File: config.mk
export PLATFORM = sky130hd
export DESIGN_NAME = pcm_dsp_engine
export DESIGN_NICKNAME = d
export VERILOG_FILES = /design/src/rtl/pcm_dsp_engine.sv
export SDC_FILE = /design/constraint.sdc
export NUM_CORES = 1
export LEC_CHECK = 0
export BUFFER_PORTS_ARGS = -buffer_cell sky130_fd_sc_hd__buf_2
export CAP_MARGIN = 20
export CORE_MARGIN = 1
export CORE_UTILIZATION = 50
export CTS_CLUSTER_DIAMETER = 50
export CTS_CLUSTER_SIZE = 16
export DETAILED_ROUTE_END_ITERATION = 8
export PLACE_DENSITY = 0.79
export RECOVER_POWER = 25
export SYNTH_ARGS = -nofsm -noshare
export SYNTH_HDL_FRONTEND = slang
export SYNTH_SLANG_ARGS = --single-unit
File: constraint.sdc
create_clock -name clk -period 3.9 [get_ports clk]
set_input_delay 0.39 -clock clk [delete_from_list [all_inputs] [get_ports clk]]
set_output_delay 0.39 -clock clk [all_outputs]
set_load 0.02 [all_outputs]
File: src/rtl/pcm_dsp_engine.sv
module pcm_dsp_engine #(
  parameter int WORD_W = 16,
  parameter int SLOTS  = 128
) (
  input  logic              clk,
  input  logic              rst_n,
  input  logic              tx_en,
  input  logic              rx_en,
  input  logic              tx_late,
  input  logic              rx_late,
  input  logic              lead_stb,
  input  logic              trail_stb,
  input  logic              fsync,
  input  logic [WORD_W-1:0] tx_data,
  input  logic              tx_empty,
  output logic              tx_pop,
  output logic              tx_starve,
  output logic              sdo,
  input  logic              sdi,
  output logic [WORD_W-1:0] rx_data,
  output logic              rx_push
);
  localparam int SW = $clog2(SLOTS);

  logic              run, sync_hit, in_win, last_bit;
  logic [WORD_W-1:0] load, tx_sh, rx_sh;
  logic [SW-1:0]     slot, first;
  logic              framed, rx_late_q;

  assign run       = tx_en | rx_en;
  assign sync_hit  = run & lead_stb & fsync;
  assign tx_pop    = sync_hit & tx_en & ~tx_empty;
  assign tx_starve = sync_hit & tx_en & tx_empty;
  assign load      = tx_pop ? tx_data : '0;

  assign first    = SW'(rx_late_q);
  assign in_win   = (slot >= first) && (int'(slot) <= int'(first) + WORD_W - 1);
  assign last_bit = int'(slot) == int'(first) + WORD_W - 1;

  always_ff @(posedge clk) begin
    if (!rst_n || !run) begin
      tx_sh     <= '0;
      sdo       <= 1'b0;
      slot      <= '0;
      framed    <= 1'b0;
      rx_late_q <= 1'b0;
      rx_sh     <= '0;
      rx_data   <= '0;
      rx_push   <= 1'b0;
    end else begin
      rx_push <= 1'b0;
      if (lead_stb) begin
        if (fsync) begin
          slot      <= '0;
          framed    <= 1'b1;
          rx_late_q <= rx_late;
          if (tx_late) begin
            sdo   <= 1'b0;
            tx_sh <= load;
          end else begin
            sdo   <= load[WORD_W-1];
            tx_sh <= {load[WORD_W-2:0], 1'b0};
          end
        end else begin
          slot  <= (int'(slot) == SLOTS - 1) ? slot : slot + 1'b1;
          sdo   <= tx_sh[WORD_W-1];
          tx_sh <= {tx_sh[WORD_W-2:0], 1'b0};
        end
      end
      if (trail_stb && framed && rx_en && in_win) begin
        rx_sh <= {rx_sh[WORD_W-2:0], sdi};
        if (last_bit) begin
          rx_push <= 1'b1;
          rx_data <= {rx_sh[WORD_W-2:0], sdi};
        end
      end
    end
  end
endmodule


==> impl_results.md <==
* Final core occ at slightly above 60%
* DP HPWL at about 3500 um
* Sw power at 0.000283 W
* Reg2reg setup slack at 1490 ps
* Post-layout nets at about 350
* Max-slew violations at 38
* Routed WL at 5270 um
* Port Buffers at 46
* Die Wd at ~74 um
* Avg Inst Size Synth at roughly 9.5 um^2
* Clock latency on the worst-skew pair at between 300 and 400 ps
* Commonest non-fill, non-tap cells in the layout: 58 x dfxtp_1, 44 x nor2_1, 31 x mux2i_1
* Worst reg2reg startpoint: rx_late_q$_SDFFE_PP0P_
* CTS Buf Count at 9
* WL/cell at 13.7 um
* Highest Clock Rate at between 400 and 500 MHz
* CP cell instances: inv_1 > ha_1 > and3_1 > and3_1 > and3_4 > o21bai_2 > mux2i_1
* WP depth at 7
* Comb power frac at roughly 7.4%
* DRC viols at 0
* Tmin final at 2410 ps
* Critical path's top delay family: simple AND/OR/NAND/NOR gates
* FP Rows at 25
* Core Region at approximately 4800 um^2
* Maximum vdd drop at roughly 0.29 mV
* Largest net degree at the start of global routing at 38
* Hold Crit Class: in2reg
* Sequential fraction of the synthesis area at around 45%
* Die Y at between 70 and 80 um
* PwrDens at 422 nW/um^2
* Max layer used: met4
* Failing checks: capacitance limit, slew limit
* Met3 wire length at 246 um
* Setup Skew at approximately 10 ps
* Cell Area, Synth at roughly 2600 um^2
* RSZ-0062 raised after global routing: false
* CP arrival at 2670 ps
* Distinct cells, synth at 35
* Antenna viol nets, final at 0
* Met1 WL at 2340 um
* Initial antenna violation count at 0
* FF-to-FF path depth at 7
* Cell count after synthesis at between 200 and 300
* Placed Cells at 370
* Sequential share of power at between 40% and 50%
* Most common cell after layout, fill and taps aside: dfxtp_1
* Area Growth Syn to Fin at 16.1%
* CP startpoint: rx_late_q$_SDFFE_PP0P_
* Kind of end point of the critical path: flop
* Rel. slew slack at -10.3%
* CTS tree: yes
* Worst path max stage delay at 460 ps
* CTS Buffer Depth at 2
* Net Sw Frac at between 20% and 30%
* CTS root buf: clkbuf_8
* All-Layer GR Usage at between 20 and 25%
* Initial core utilization at between 50 and 60%
* Post-synth top area cell: dfxtp_1
* Setup bufs post-CTS at 0
* Placed instance area at approximately 2800 um^2
* Int Pwr at slightly below 0.001 W
* Post-CTS Hold Fix Bufs at 0
* CP startpoint kind: flop
* #FFs+latches synth at between 50 and 60
* Tightest Pin Transition at between 1500 and 2000 ps
* Synth warn at 0
* Synth top area share at around 45%
* Vias in the first global route at around 2,000
* Lkg Pwr at around 1.1 nW
* Worst-path maximum fanout at 18
* CP Class: reg2reg
* Antenna cells at 0
* First-pass GRT wire length at between 8000 and 9000 um
* Final setup TNS at 0 ps
* FF-to-FF End: rx_sh[5]$_SDFFE_PP0P_
* Syn nets at between 300 and 400
* Clock share of power at 44.7%
* Die area at 5480 um^2
* Total number of vias at between 2,000 and 2,500
* Final Instance Area at approximately 3000 um^2
* Status: finished, violations left
* Initial DRC count at around 120
* Critical Path Most Common Cell: and3_1
* Post-CTS Resized at 0
* Slowest CP cell: o21bai_2
* Final non-filler cell total at between 300 and 400
* H-tree depth reported by CTS at 3
* Max Cap Viol at 1
* Crit path to: rx_sh[5]$_SDFFE_PP0P_
* GPL Wtd Cong at roughly 0.83
* Total grt overflow at 0
* Largest cells by area after synthesis: dfxtp_1 45%, mux2i_1 12%, mux2_2 6.5%
* Setup Viol. Count Final at 0
* Met2 Wirelength at 2530 um
* Drt via density at about 5.5
* Clock Sinks at 58
* Buf+Inv Stages, Crit Path at 1
* Clk slew on worst S/H paths at 70 ps
* Worst path required time at about 4200 ps
* Pre-antenna DRT Iters at 4
* IO Count at 47
* Fin crit share at between 60 and 70%
* Share of cells above drive strength 1 at 19.8%
* Final hold vios at 0
## final cells by class
cell class / count / area [um^2]
fillers: 418 / 1840
multi-input cells: 188 / 1310
flip-flops and latches: 58 / 1160
repair buffers: 48 / 220
clock buffers: 13 / 169
well taps: 67 / 83.8
clock inverters: 2 / 35.0
inverters: 9 / 33.8
## synthesized netlist by cell type (all sizes together)
library cell and count:
a211oi 1, a21o 1, a21oi 5, a221o 15, a32oi 2, and2 1, and3 3, buf 8
clkbuf 9, clkinv 1, dfxtp 58, ha 7, inv 8, mux2 15, mux2i 31, nand2 23
nand3 5, nand4b 1, nor2 44, nor2b 1, nor3 5, nor3b 1, nor4 1, nor4b 1
o21a 1, o21ai 18, o21bai 1, o41ai 1, or3 1, xnor2 3
## logic make-up after synthesis
| group | Yosys count | synth area share [%] |
|---|---|---|
| DFF | 58 | 44.8 |
| xor gates and xnor gates | 3 | 1.01 |
| AOI/OAI and AO/OA | 45 | 12.7 |
| and+or+nand+nor | 87 | 14.7 |
| adders and majority gates | 7 | 3.38 |
| buffers and inverters | 26 | 4.97 |
| muxes | 46 | 18.5 |
## through the flow
stage | setup WS [ps] | hold WS (ps) | power [W]
2_1_floorplan | 1890 | 434 | 0.000685
3_3_place_gp | 1670 | 446 | 0.000713
3_5_place_dp | 1560 | 453 | 0.000715
4_1_cts | 1480 | 312 | 0.00128
5_1_grt | 1300 | 328 | 0.00132
6_report | 1490 | 324 | 0.00127
## sequential cells by signal (all words and copies together) (netlist names)
register / flops
rx_sh: 15
tx_sh: 16
rx_push: 1
rx_late_q: 1
rx_data: 16
slot: 7
framed: 1
sdo: 1
## how the worst min path moves through the flow
stage                           startpoint                     end  cells past startpoint
finish                                 sdi   rx_sh[0]$_SDFFE_PP0P_                      3
CTS                                    sdi   rx_sh[0]$_SDFFE_PP0P_                      3
global placement       framed$_SDFFE_PP0P_     framed$_SDFFE_PP0P_                      2
floorplan           rx_sh[14]$_SDFFE_PP0P_  rx_sh[14]$_SDFFE_PP0P_                      2
detailed placement     framed$_SDFFE_PP0P_     framed$_SDFFE_PP0P_                      2
global route                           sdi   rx_sh[0]$_SDFFE_PP0P_                      3
## power by group through the flow
stage	Clock [W]	Combinational [W]	Sequential (W)
final	0.000568	0.0000939	0.000608
after global routing	0.000604	0.000103	0.000609
after CTS	0.000580	0.0000953	0.000608
after detailed placement	0	0.0000944	0.000621
after global placement	0	0.0000920	0.000621
after floorplan	0	0.0000651	0.000620
## layer usage
metal | up-vias | track usage, %
met4 | 0 | 13.2
met1 | 995 | 25.1
met2 | 52 | 34.9
li1 | 1043 | -
met5 | - | 0
met3 | 12 | 6.23
## tightest hold or removal path: cells and delay by family
| kind | cells | cell delay [ps] |
|---|---|---|
| mux | 1 | 60 |
| buf+inv | 1 | 110 |
| simple gates | 1 | 50 |
Power figures use the tool's default switching activity.
